$ cat config.mk
export PLATFORM = sky130hd
export DESIGN_NAME = sig_change_logger
export DESIGN_NICKNAME = d
export VERILOG_FILES = /design/src/rtl/scl_pkg.sv /design/src/rtl/scl_uart_tx.sv /design/src/rtl/scl_uart_rx.sv /design/src/rtl/scl_event_fifo.sv /design/src/rtl/sig_change_logger.sv
export SDC_FILE = /design/constraint.sdc
export NUM_CORES = 1
export LEC_CHECK = 0
export BUFFER_PORTS_ARGS = -buffer_cell sky130_fd_sc_hd__buf_4
export CORE_ASPECT_RATIO = 0.75
export CORE_MARGIN = 1.5
export CORE_UTILIZATION = 35
export DETAILED_ROUTE_END_ITERATION = 7
export SYNTH_ARGS = -nofsm -noshare
export SYNTH_HDL_FRONTEND = slang
export SYNTH_HIERARCHICAL = 1
export SYNTH_SLANG_ARGS = --single-unit
$ cat constraint.sdc
create_clock -name clk -period 9.1 [get_ports clk]
set_input_delay 0.91 -clock clk [delete_from_list [all_inputs] [get_ports clk]]
set_output_delay 0.91 -clock clk [all_outputs]
set_load 0.02 [all_outputs]
$ cat src/rtl/scl_pkg.sv
package scl_pkg;
    typedef enum logic [2:0] {
        ST_IDLE,
        ST_HDR_GO,
        ST_HDR_WAIT,
        ST_LOAD,
        ST_BYTE_GO,
        ST_BYTE_WAIT
    } dump_st_t;

    localparam logic [7:0] CMD_READ  = 8'h52;
    localparam logic [7:0] CMD_CLEAR = 8'h43;
endpackage

$ cat src/rtl/scl_uart_tx.sv
module scl_uart_tx #(
    parameter int BAUD_DIV = 434
) (
    input  logic       clk,
    input  logic       rst_n,
    input  logic       start,
    input  logic [7:0] data,
    output logic       busy,
    output logic       txd
);
    localparam int DIV_W = $clog2(BAUD_DIV + 1);

    logic [9:0]       sh;
    logic [3:0]       nbit;
    logic [DIV_W-1:0] bcnt;

    always_ff @(posedge clk) begin
        if (!rst_n) begin
            sh   <= '1;
            nbit <= '0;
            bcnt <= '0;
            busy <= 1'b0;
        end else if (start && !busy) begin
            sh   <= {1'b1, data, 1'b0};
            nbit <= '0;
            bcnt <= '0;
            busy <= 1'b1;
        end else if (busy) begin
            if (bcnt == DIV_W'(BAUD_DIV - 1)) begin
                bcnt <= '0;
                sh   <= {1'b1, sh[9:1]};
                if (nbit == 4'd9) busy <= 1'b0;
                else              nbit <= nbit + 4'd1;
            end else begin
                bcnt <= bcnt + DIV_W'(1);
            end
        end
    end

    assign txd = sh[0];

    // line idles high and every frame opens with a low start bit
    a_r6_idle_high: assert property (@(posedge clk) disable iff (!rst_n)
        !busy |-> txd);
    a_r6_start_low: assert property (@(posedge clk) disable iff (!rst_n)
        $rose(busy) |-> !txd);
endmodule

$ cat src/rtl/scl_uart_rx.sv
module scl_uart_rx #(
    parameter int BAUD_DIV = 434
) (
    input  logic       clk,
    input  logic       rst_n,
    input  logic       rxd,
    output logic       valid,
    output logic [7:0] data
);
    localparam int DIV_W = $clog2(BAUD_DIV + 1);

    logic [1:0]       sync;
    logic             active;
    logic [3:0]       nbit;
    logic [DIV_W-1:0] cnt;
    logic             rx_s;

    assign rx_s = sync[1];

    always_ff @(posedge clk) begin
        if (!rst_n) begin
            sync   <= 2'b11;
            active <= 1'b0;
            nbit   <= '0;
            cnt    <= '0;
            data   <= '0;
            valid  <= 1'b0;
        end else begin
            sync  <= {sync[0], rxd};
            valid <= 1'b0;
            if (!active) begin
                if (!rx_s) begin
                    active <= 1'b1;
                    nbit   <= '0;
                    cnt    <= DIV_W'(BAUD_DIV / 2);
                end
            end else if (cnt != '0) begin
                cnt <= cnt - DIV_W'(1);
            end else begin
                cnt <= DIV_W'(BAUD_DIV - 1);
                if (nbit == 4'd0) begin
                    if (rx_s) active <= 1'b0;
                    else      nbit   <= 4'd1;
                end else if (nbit == 4'd9) begin
                    valid  <= rx_s;
                    active <= 1'b0;
                end else begin
                    data <= {rx_s, data[7:1]};
                    nbit <= nbit + 4'd1;
                end
            end
        end
    end
endmodule

$ cat src/rtl/scl_event_fifo.sv
module scl_event_fifo #(
    parameter int W     = 40,
    parameter int DEPTH = 16,
    localparam int AW   = (DEPTH > 1) ? $clog2(DEPTH) : 1,
    localparam int CW   = $clog2(DEPTH + 1)
) (
    input  logic          clk,
    input  logic          rst_n,
    input  logic          clr,
    input  logic          push,
    input  logic [W-1:0]  din,
    input  logic          pop,
    output logic [W-1:0]  dout,
    output logic [CW-1:0] count,
    output logic          full
);
    logic [W-1:0]  mem [DEPTH];
    logic [AW-1:0] wptr, rptr;
    logic          do_push, do_pop;

    assign full    = (count == CW'(DEPTH));
    assign do_push = push && !full;
    assign do_pop  = pop && (count != '0);
    assign dout    = mem[rptr];

    always_ff @(posedge clk) begin
        if (do_push && !clr) mem[wptr] <= din;
    end

    always_ff @(posedge clk) begin
        if (!rst_n || clr) begin
            wptr  <= '0;
            rptr  <= '0;
            count <= '0;
        end else begin
            if (do_push) wptr <= (wptr == AW'(DEPTH - 1)) ? '0 : wptr + AW'(1);
            if (do_pop)  rptr <= (rptr == AW'(DEPTH - 1)) ? '0 : rptr + AW'(1);
            if (do_push && !do_pop)      count <= count + CW'(1);
            else if (do_pop && !do_push) count <= count - CW'(1);
        end
    end

    // occupancy never passes the depth
    a_r5_count_bound: assert property (@(posedge clk) disable iff (!rst_n)
        count <= CW'(DEPTH));
    // a read pop removes exactly one entry
    a_r7_pop_one: assert property (@(posedge clk) disable iff (!rst_n)
        (pop && count != '0 && !push && !clr) |=> (count == $past(count) - CW'(1)));
endmodule

$ cat src/rtl/sig_change_logger.sv
module sig_change_logger
    import scl_pkg::*;
#(
    parameter int VEC_W    = 8,
    parameter int TS_W     = 32,
    parameter int DEPTH    = 16,
    parameter int BAUD_DIV = 434
) (
    input  logic             clk,
    input  logic             rst_n,
    input  logic             arm_clr,
    input  logic [VEC_W-1:0] mon_vec,
    input  logic             uart_rx,
    output logic             uart_tx
);
    localparam int ENT_W = TS_W + VEC_W;
    localparam int ENT_B = (ENT_W + 7) / 8;
    localparam int PAD_W = ENT_B * 8;
    localparam int CNT_W = $clog2(DEPTH + 1);
    localparam int BI_W  = $clog2(ENT_B + 1);

    dump_st_t          state, nxt;
    logic              armed, ovf;
    logic [VEC_W-1:0]  prev;
    logic [TS_W-1:0]   ts;
    logic [PAD_W-1:0]  shift;
    logic [BI_W-1:0]   bidx;
    logic              rx_valid, tx_busy, tx_start, pop;
    logic [7:0]        rx_data, tx_data, hdr;
    logic [ENT_W-1:0]  fifo_out;
    logic [CNT_W-1:0]  cnt;
    logic              full, arm_req, changed, cap_en, push, drop;
    logic [6:0]        cnt7;

    scl_uart_rx #(.BAUD_DIV(BAUD_DIV)) u_rx (
        .clk(clk), .rst_n(rst_n), .rxd(uart_rx), .valid(rx_valid), .data(rx_data));

    scl_uart_tx #(.BAUD_DIV(BAUD_DIV)) u_tx (
        .clk(clk), .rst_n(rst_n), .start(tx_start), .data(tx_data),
        .busy(tx_busy), .txd(uart_tx));

    scl_event_fifo #(.W(ENT_W), .DEPTH(DEPTH)) u_fifo (
        .clk(clk), .rst_n(rst_n), .clr(arm_req), .push(push), .din({ts, mon_vec}),
        .pop(pop), .dout(fifo_out), .count(cnt), .full(full));

    // capture path
    assign arm_req = arm_clr || (state == ST_IDLE && rx_valid && rx_data == CMD_CLEAR);
    assign changed = armed && (mon_vec != prev);
    assign cap_en  = armed && (state == ST_IDLE) && !arm_req;
    assign push    = cap_en && changed && !full;
    assign drop    = cap_en && changed && full;

    always_ff @(posedge clk) begin
        if (!rst_n) begin
            armed <= 1'b0;
            ovf   <= 1'b0;
            prev  <= '0;
            ts    <= '0;
        end else if (arm_req) begin
            armed <= 1'b1;
            ovf   <= 1'b0;
            prev  <= mon_vec;
            ts    <= '0;
        end else if (armed) begin
            prev <= mon_vec;
            ts   <= ts + TS_W'(1);
            if (drop) ovf <= 1'b1;
        end
    end

    // header byte
    always_comb begin
        if (32'(cnt) > 32'd127) cnt7 = 7'h7F;
        else                    cnt7 = 7'(cnt);
        hdr = {ovf, cnt7};
    end

    // state register
    always_ff @(posedge clk) begin
        if (!rst_n) state <= ST_IDLE;
        else        state <= nxt;
    end

    // next state
    always_comb begin
        nxt = state;
        unique case (state)
            ST_IDLE:      if (rx_valid && rx_data == CMD_READ) nxt = ST_HDR_GO;
            ST_HDR_GO:    if (!tx_busy) nxt = ST_HDR_WAIT;
            ST_HDR_WAIT:  if (!tx_busy) nxt = (cnt == '0) ? ST_IDLE : ST_LOAD;
            ST_LOAD:      nxt = ST_BYTE_GO;
            ST_BYTE_GO:   if (!tx_busy) nxt = ST_BYTE_WAIT;
            ST_BYTE_WAIT: if (!tx_busy) begin
                if (bidx != BI_W'(ENT_B - 1)) nxt = ST_BYTE_GO;
                else                          nxt = (cnt == '0) ? ST_IDLE : ST_LOAD;
            end
            default:      nxt = ST_IDLE;
        endcase
    end

    // outputs
    always_comb begin
        tx_start = 1'b0;
        tx_data  = shift[PAD_W-1 -: 8];
        pop      = 1'b0;
        unique case (state)
            ST_HDR_GO:  begin tx_start = !tx_busy; tx_data = hdr; end
            ST_LOAD:    pop = 1'b1;
            ST_BYTE_GO: tx_start = !tx_busy;
            default:    ;
        endcase
    end

    // entry shift register
    always_ff @(posedge clk) begin
        if (!rst_n) begin
            shift <= '0;
            bidx  <= '0;
        end else if (state == ST_LOAD) begin
            shift <= PAD_W'(fifo_out);
            bidx  <= '0;
        end else if (state == ST_BYTE_WAIT && !tx_busy) begin
            shift <= shift << 8;
            bidx  <= bidx + BI_W'(1);
        end
    end

    // arming restarts the timestamp and clears overflow
    a_r2_arm_restart: assert property (@(posedge clk) disable iff (!rst_n)
        arm_clr |=> (ts == '0 && !ovf && armed));
    // overflow stays set until re-armed
    a_r5_ovf_sticky: assert property (@(posedge clk) disable iff (!rst_n)
        (ovf && !arm_req) |=> ovf);
    // nothing is added to the FIFO while a dump runs
    a_r9_no_fill_in_dump: assert property (@(posedge clk) disable iff (!rst_n)
        (state != ST_IDLE) |=> (cnt <= $past(cnt)));
    // disarmed logger never stores
    a_r1_disarmed_empty: assert property (@(posedge clk) disable iff (!rst_n)
        (!armed && !arm_req) |=> (cnt == '0));
endmodule

Word level (Yosys, flattened, before mapping) --
Memory sizes are Yosys's and may differ from the RTL's. A register that Yosys moved wholly into a read port is not among the register bits. Index checks and enable logic that the tools add are counted.
Storage, ports and cells: latch bits 0, RAM bits 640, memory bits (read-only) 0, output and inout bits 1, register bits 149, memories kept 1
Memories:
- u_fifo.mem | words 16, bits a word 40, read ports 1, clocked after memory_dff 1, write ports 1, line scl_event_fifo.sv:17 | logic [W-1:0] mem [DEPTH];
Cells by class: equality and inequality tests 24, mux-type cells 45, order comparisons 0, $add $sub $neg 10, multipliers 0, reduce and logical (&&, ||, !) cells 45, div/mod/pow operators 0, shifts and indexed selects 0, bitwise operators 6
Operators by type and width (count):
- 2-to-1 mux 40 bit | 2
- 2-to-1 mux 9 bit | 7
- 2-to-1 mux 4 bit | 10
- adder 32 x 1 -> 32 bit, second input constant | 1
- 2-to-1 mux 8 bit | 3
- 2-to-1 mux 3 bit | 6
- case mux 3 bit (6 select lines) | 1
- adder 4 x 1 -> 4 bit, second input constant | 4
- == test 4 bit, second input constant | 4
- == test 8 x 7 -> 1 bit, second input constant | 2
- logical AND 1 bit | 16
- inequality test 2 bit, second input constant | 7
- 2-to-1 mux 1 bit | 13
- 2-to-1 mux 5 bit | 2
- nonzero test 2 bit | 5
- adder 9 x 1 -> 9 bit, second input constant | 1
- == test 9 bit, second input constant | 1
- nonzero test 9 bit | 1
- subtractor 9 x 1 -> 9 bit, second input constant | 1
- inequality test 8 bit | 1
- AND reduction 4 bit | 2
- OR reduction 2 bit | 4
- == test 3 x 2 -> 1 bit, second input constant | 2
- == test 3 bit, second input constant | 2
- 19 further kinds | 32

Longest topological paths before layout --
depth in word-level cells 13, gate-level depth with buffers 14, mapped depth without buffers 13

By module --
The synthesis kept the hierarchy.
By module, submodules not included:
- scl_event_fifo | area each 24913.9 um2, seq. area each 19558.8 um2, times used 1, cells each 1097
- sig_change_logger | area each 4160.2 um2, seq. area each 1761.7 um2, times used 1, cells each 498
- scl_uart_rx | area each 1270.0 um2, seq. area each 500.5 um2, times used 1, cells each 146
- scl_uart_tx | area each 1038.5 um2, seq. area each 460.4 um2, times used 1, cells each 120

Worst setup path after synthesis --
OpenSTA, ideal clock, no wires.
kind in2reg, start point in arm_clr, end point mem u_fifo.mem[3][0] (enable), stages on the path 5, arrival 5.735 ns, path buffers 0, library setup time 0.538 ns, setup slack 2.827 ns, cell sequence a41o_1 > nor3_1 > o21ai_4 > nor2_1 > nor4bb_1
On the way: cells in the longest elaborated chain, start to end 9
Ends and longest elaborated chain:
- start, declared | line sig_change_logger.sv:11 | input logic arm_clr,
- logical OR 1 bit | line sig_change_logger.sv:47 | assign arm_req = arm_clr || (state == ST_IDLE && rx_valid && rx_data == CMD_CLEAR);
- logical NOT 1 bit | line sig_change_logger.sv:49 | assign cap_en = armed && (state == ST_IDLE) && !arm_req;
- logical AND 1 bit | line sig_change_logger.sv:49
- logical AND 1 bit (2 in series) | line sig_change_logger.sv:50 | assign push = cap_en && changed && !full;
- via push | line sig_change_logger.sv:32 | logic full, arm_req, changed, cap_en, push, drop;
- logical AND 1 bit | line scl_event_fifo.sv:22 | assign do_push = push && !full;
- logical AND 1 bit | line scl_event_fifo.sv:27 | if (do_push && !clr) mem[wptr] <= din;
- 2-to-1 mux 1 bit | line scl_event_fifo.sv:27
- 2-to-1 mux 1 bit (implied by the code) | line scl_event_fifo.sv:27
- end, declared | line scl_event_fifo.sv:17
The timed path passes the listed nets, and every way through them passes these cells.

Worst setup path after layout --
start point reg state[1], end point mem u_fifo.mem[1][32] (enable)
On the way: cells in the longest elaborated chain, start to end 12, elaborated cells on any way between the ends 13, those cells by class 2 x mux; 11 x reduce/logical
Ends and longest elaborated chain:
- start, declared | line sig_change_logger.sv:22 | dump_st_t state, nxt;
- start signal, assigned | line sig_change_logger.sv:81 | else state <= nxt;
- logical NOT 3 bit * | line sig_change_logger.sv:47, sig_change_logger.sv:49
- logical AND 1 bit (2 in series) | line sig_change_logger.sv:47
- logical OR 1 bit | line sig_change_logger.sv:47
- logical NOT 1 bit | line sig_change_logger.sv:49
- logical AND 1 bit * | line sig_change_logger.sv:49
- logical AND 1 bit * (2 in series) | line sig_change_logger.sv:50
- via push | line sig_change_logger.sv:32
- logical AND 1 bit * | line scl_event_fifo.sv:22
- via u_fifo.do_push | line scl_event_fifo.sv:19 | logic do_push, do_pop;
- logical AND 1 bit * | line scl_event_fifo.sv:27
- 2-to-1 mux 1 bit * | line scl_event_fifo.sv:27
- 2-to-1 mux 1 bit (implied by the code) * | line scl_event_fifo.sv:27
Mark *: on every way through the listed nets, which the timed path passes. The rest lies on a longest branch.

==> results.py <==
metrics = {
    "outcome": {
        "outcome": "complete, no violations",
    },
    "grt": {
        "number_of_global_route_vias_before_repair": 16900,
        "antenna_violations_before_repair": 0,
        "grt_remaining_overflow": 0,
        "grt_first_pass_wirelength_um": 110000,
        "grt.total_usage_pct": 16.1,
        "grt_max_degree": 76,
    },
    "drt": {
        "post_detailed_route_count_of_antenna_violating_nets": 0,
        "wire_per_inst_um": 24.0,
        "route.vias.total": 17200,
        "drt-pass1-iter-count": 5,
        "post-route-drc-count": 0,
        "post_drt_via_cell_ratio": 5.55,
        "detail_route.wirelength_um": 74400,
        "first_iter_violations": 1961,
    },
    "die": {
        "rows": 94,
        "die-height_um": 262,
        "pin_count": 13,
        "core_um2": 88200,
        "floorplan.initialDensity_pct": 35.6,
        "die_w_um": 349,
        "design.die.area_um2": 91500,
    },
    "synth": {
        "synth_compound_gate_area_share_pct": 6.06,
        "synthAdderAreaFrac_pct": 0.901,
        "syn_nets": 1895,
        "synth.lib_cells_used.distinct": 79,
        "synth_edf_count": 640,
        "synth-simple-area-share_pct": 6.91,
        "synth_top_cells_by_area": "sky130_fd_sc_hd__edfxtp_1 (61%), sky130_fd_sc_hd__mux4_2 (11%), sky130_fd_sc_hd__dfxtp_1 (9.8%), sky130_fd_sc_hd__a22oi_1 (2.3%), sky130_fd_sc_hd__nand2_1 (2.0%)",
        "synth-xor-area-share_pct": 1.03,
        "synth_area_leader_cell": "sky130_fd_sc_hd__edfxtp_1",
        "main_combinational_cell_family_by_area_after_synthesis": "multiplexers",
        "synth.yosys.seq_area_share_pct": 71.0,
        "synth_top_area_share_pct": 61.2,
        "synth.avg_cell_area_um2": 16.9,
        "post_synth_instance_area_um2": 31400,
        "netlist_instances": 1861,
        "synth_ff_type": "sky130_fd_sc_hd__edfxtp_1",
        "ys_seq_elements": 793,
        "synthMuxAreaShare_pct": 12.1,
        "synth_async_reset_ratio_pct": 0,
        "ys_warn_count": 6,
    },
    "finish": {
        "fillerInstances": 7868,
        "areaGrowthSynthToFinish_pct": 12.2,
        "num-nets-final": 1916,
        "layout_cells_sized_above_1_pct": 19.2,
        "area_of_the_multi_input_gates_um2": 8640,
        "final-seq-area_um2": 22300,
    },
    "place": {
        "place.gp.congestion": 0.776,
        "dpl.hpwl_um": 41800,
        "io_buffers": 12,
        "placement.setup.worst_slack_ns": 4.42,
    },
    "clocking": {
        "hold_bufs_inserted_after_cts": 0,
        "clock_path_buffers": 3,
        "tritoncts": "yes",
        "clkSinkCount": 793,
        "postCtsResizedCells": 0,
        "clock_latency_ns": 0.63,
        "cts_post_setup_buffers_inserted": 0,
        "cts.clk_slew.worst_paths_ns": 0.06,
        "total_cts_buffers": 75,
        "cts-htree-levels": 3,
        "root_buffer": "sky130_fd_sc_hd__clkbuf_16",
    },
    "power_and_ir_drop": {
        "post-layout-total-power_uw": 7100,
        "power.leakage_uw": 0.0106,
        "power_per_cell_area_nw_per_um2": 202,
        "peakVddDrop_mv": 0.124,
    },
    "sta": {
        "final-max-slew-violation-count": 0,
        "clock_skew_ns": 0.0234,
        "report.final.hold_viol_count": 0,
        "finalCritPeriodShare_pct": 47.3,
        "rsz0062_at_grt": "false",
        "fmaxAchievable_mhz": 232,
        "tightest_slew_ns": 1.37,
        "post_layout_min_period_ns": 4.31,
        "setup_viol": 0,
        "fin_ws_ns": 4.79,
        "slew_headroom_pct": 8.58,
        "totalNegativeSetupSlack_ns": 0,
    },
    "worst_setup_path": {
        "cp_cell_sequence": "nor3_1 > o211ai_1 > nor3_1 > o21ai_4 > inv_4 > nand3b_1 > nor3_2 > buf_4",
        "timing_worst_setup_path_type": "reg -> reg",
        "critical_path.top_delay_family": "simple AND/OR/NAND/NOR gates",
        "critical_path_arrival_ns": 4.55,
        "critical_path_required_ns": 9.34,
        "worst_setup_end_kind": "flip-flop",
        "critical_path.slowest_cell": "sky130_fd_sc_hd__nor3_2",
        "critPathMaxStageDelay_ns": 0.98,
        "max_fanout_on_critical_path": 32,
        "path_common_cell": "sky130_fd_sc_hd__nor3_1",
        "worstSetupStartpointType": "flip-flop",
        "worstPathBufferInverterCount": 2,
    },
    "worst_hold_path": {
        "hold_path.class": "reg -> reg",
    },
    "job": {
        "cap_viol_max_count": 0,
    },
}
-- path summary, 6_finish.rpt --
| path | from | slack (ns) | cells past startpoint | end |
|---|---|---|---|---|
| worst min register to register | u_rx/sync[0] | 0.42 | 1 | u_rx/sync[1] |
| worst max-delay path | state[1] | 4.79 | 8 | u_fifo/mem[1][32] |
| worst max register to register | state[1] | 4.79 | 8 | u_fifo/mem[1][32] |
| worst min-delay path | u_rx/sync[0] | 0.42 | 1 | u_rx/sync[1] |
-- layout by cell type (no fill, tap or decap), types with 8 or more instances in the layout --
cell type	instances
sky130_fd_sc_hd__edfxtp_1	640
sky130_fd_sc_hd__nand2_1	170
sky130_fd_sc_hd__mux4_2	160
sky130_fd_sc_hd__dfxtp_1	151
sky130_fd_sc_hd__a22oi_1	96
sky130_fd_sc_hd__clkbuf_16	77
sky130_fd_sc_hd__nor2_1	69
sky130_fd_sc_hd__a21oi_1	56
sky130_fd_sc_hd__nand3_1	53
sky130_fd_sc_hd__buf_4	42
sky130_fd_sc_hd__o21ai_0	31
sky130_fd_sc_hd__inv_1	24
sky130_fd_sc_hd__xnor2_1	21
sky130_fd_sc_hd__ha_1	21
sky130_fd_sc_hd__clkbuf_1	21
sky130_fd_sc_hd__nand2b_1	18
sky130_fd_sc_hd__a311oi_1	17
sky130_fd_sc_hd__xor2_1	16
sky130_fd_sc_hd__mux2i_1	14
sky130_fd_sc_hd__nor3_1	13
sky130_fd_sc_hd__nand4_1	13
sky130_fd_sc_hd__a21boi_0	13
sky130_fd_sc_hd__clkinv_2	12
sky130_fd_sc_hd__nor2_4	10
sky130_fd_sc_hd__clkinv_1	8
sky130_fd_sc_hd__nor4_1	8
sky130_fd_sc_hd__a31oi_1	8
-- worst register-to-register path, stage by stage (launching register included) --
cell and delay, ns:
sky130_fd_sc_hd__dfxtp_1 0.42, sky130_fd_sc_hd__nor3_1 0.60, sky130_fd_sc_hd__o211ai_1 0.21, sky130_fd_sc_hd__nor3_1 0.37, sky130_fd_sc_hd__o21ai_4 0.18, sky130_fd_sc_hd__inv_4 0.14, sky130_fd_sc_hd__nand3b_1 0.28, sky130_fd_sc_hd__nor3_2 0.98
sky130_fd_sc_hd__buf_4 0.69
-- routing by layer --
layer	vias up	share of wire, %	global-route usage [%]	wire length, um
li1	7464	-	-	-
met1	8966	46	24.5	34400
met2	610	44	23.5	32600
met3	124	7.4	3.00	5510
met4	0	2.5	4.51	1840
met5	-	0	0	0
-- synthesized netlist by cell type (17+ instances only) --
cell / number
sky130_fd_sc_hd__edfxtp_1: 640
sky130_fd_sc_hd__nand2_1: 170
sky130_fd_sc_hd__mux4_2: 160
sky130_fd_sc_hd__dfxtp_1: 153
sky130_fd_sc_hd__a22oi_1: 96
sky130_fd_sc_hd__nor2_1: 79
sky130_fd_sc_hd__a21oi_1: 56
sky130_fd_sc_hd__nand3_1: 53
sky130_fd_sc_hd__clkbuf_1: 49
sky130_fd_sc_hd__o21ai_0: 31
sky130_fd_sc_hd__buf_2: 29
sky130_fd_sc_hd__inv_1: 24
sky130_fd_sc_hd__ha_1: 21
sky130_fd_sc_hd__xnor2_1: 21
sky130_fd_sc_hd__nand2b_1: 18
sky130_fd_sc_hd__a311oi_1: 17
sky130_fd_sc_hd__nor3_1: 17
-- registers in the layout, summed over array words and instances, names as in the netlist, 2 cells and up, named ones only --
signal / count
u_fifo/rptr: 4
prev: 8
state: 3
u_fifo/count: 5
u_tx/bcnt: 9
u_rx/data: 8
shift: 40
u_fifo/wptr: 4
u_tx/sh: 9
u_rx/sync: 2
u_fifo/mem: 640
u_rx/nbit: 4
u_rx/cnt: 9
bidx: 3
u_tx/nbit: 4
ts: 32
-- cell families after synthesis --
family          Yosys count
buf+inv                 126
simple gates            432
fa+ha+maj                22
xor+xnor                 37
compound gates          271
flops                   793
mux                     180
-- stage by stage --
step	utilization (%)	instances	hold WS [ns]	area, um^2
2_1_floorplan	-	1861	0.386	31400
3_3_place_gp	37.2	2957	0.392	32800
5_1_grt	39.9	3093	0.433	35200
4_1_cts	39.9	3093	0.418	35200
6_report	39.9	3094	0.417	35200
3_5_place_dp	37.2	2957	0.396	32800
-- cell type report --
class	instances	area share, %
multi-input combinational	942	24.5
sequential	793	63.3
clock inverter	29	0.842
tap	1152	4.09
inverter	27	0.295
timing repair buffer	43	0.952
antenna	1	0.00710
clock buffer	107	6.00
-- where the power goes --
part	total (uW)	internal (uW)	switching, uW
clock	3090	1770	1320
combinational	111	38.8	71.8
sequential	3900	3890	13.4
total	7100	5690	1410
No activity file was read; power rests on OpenSTA's default activity.
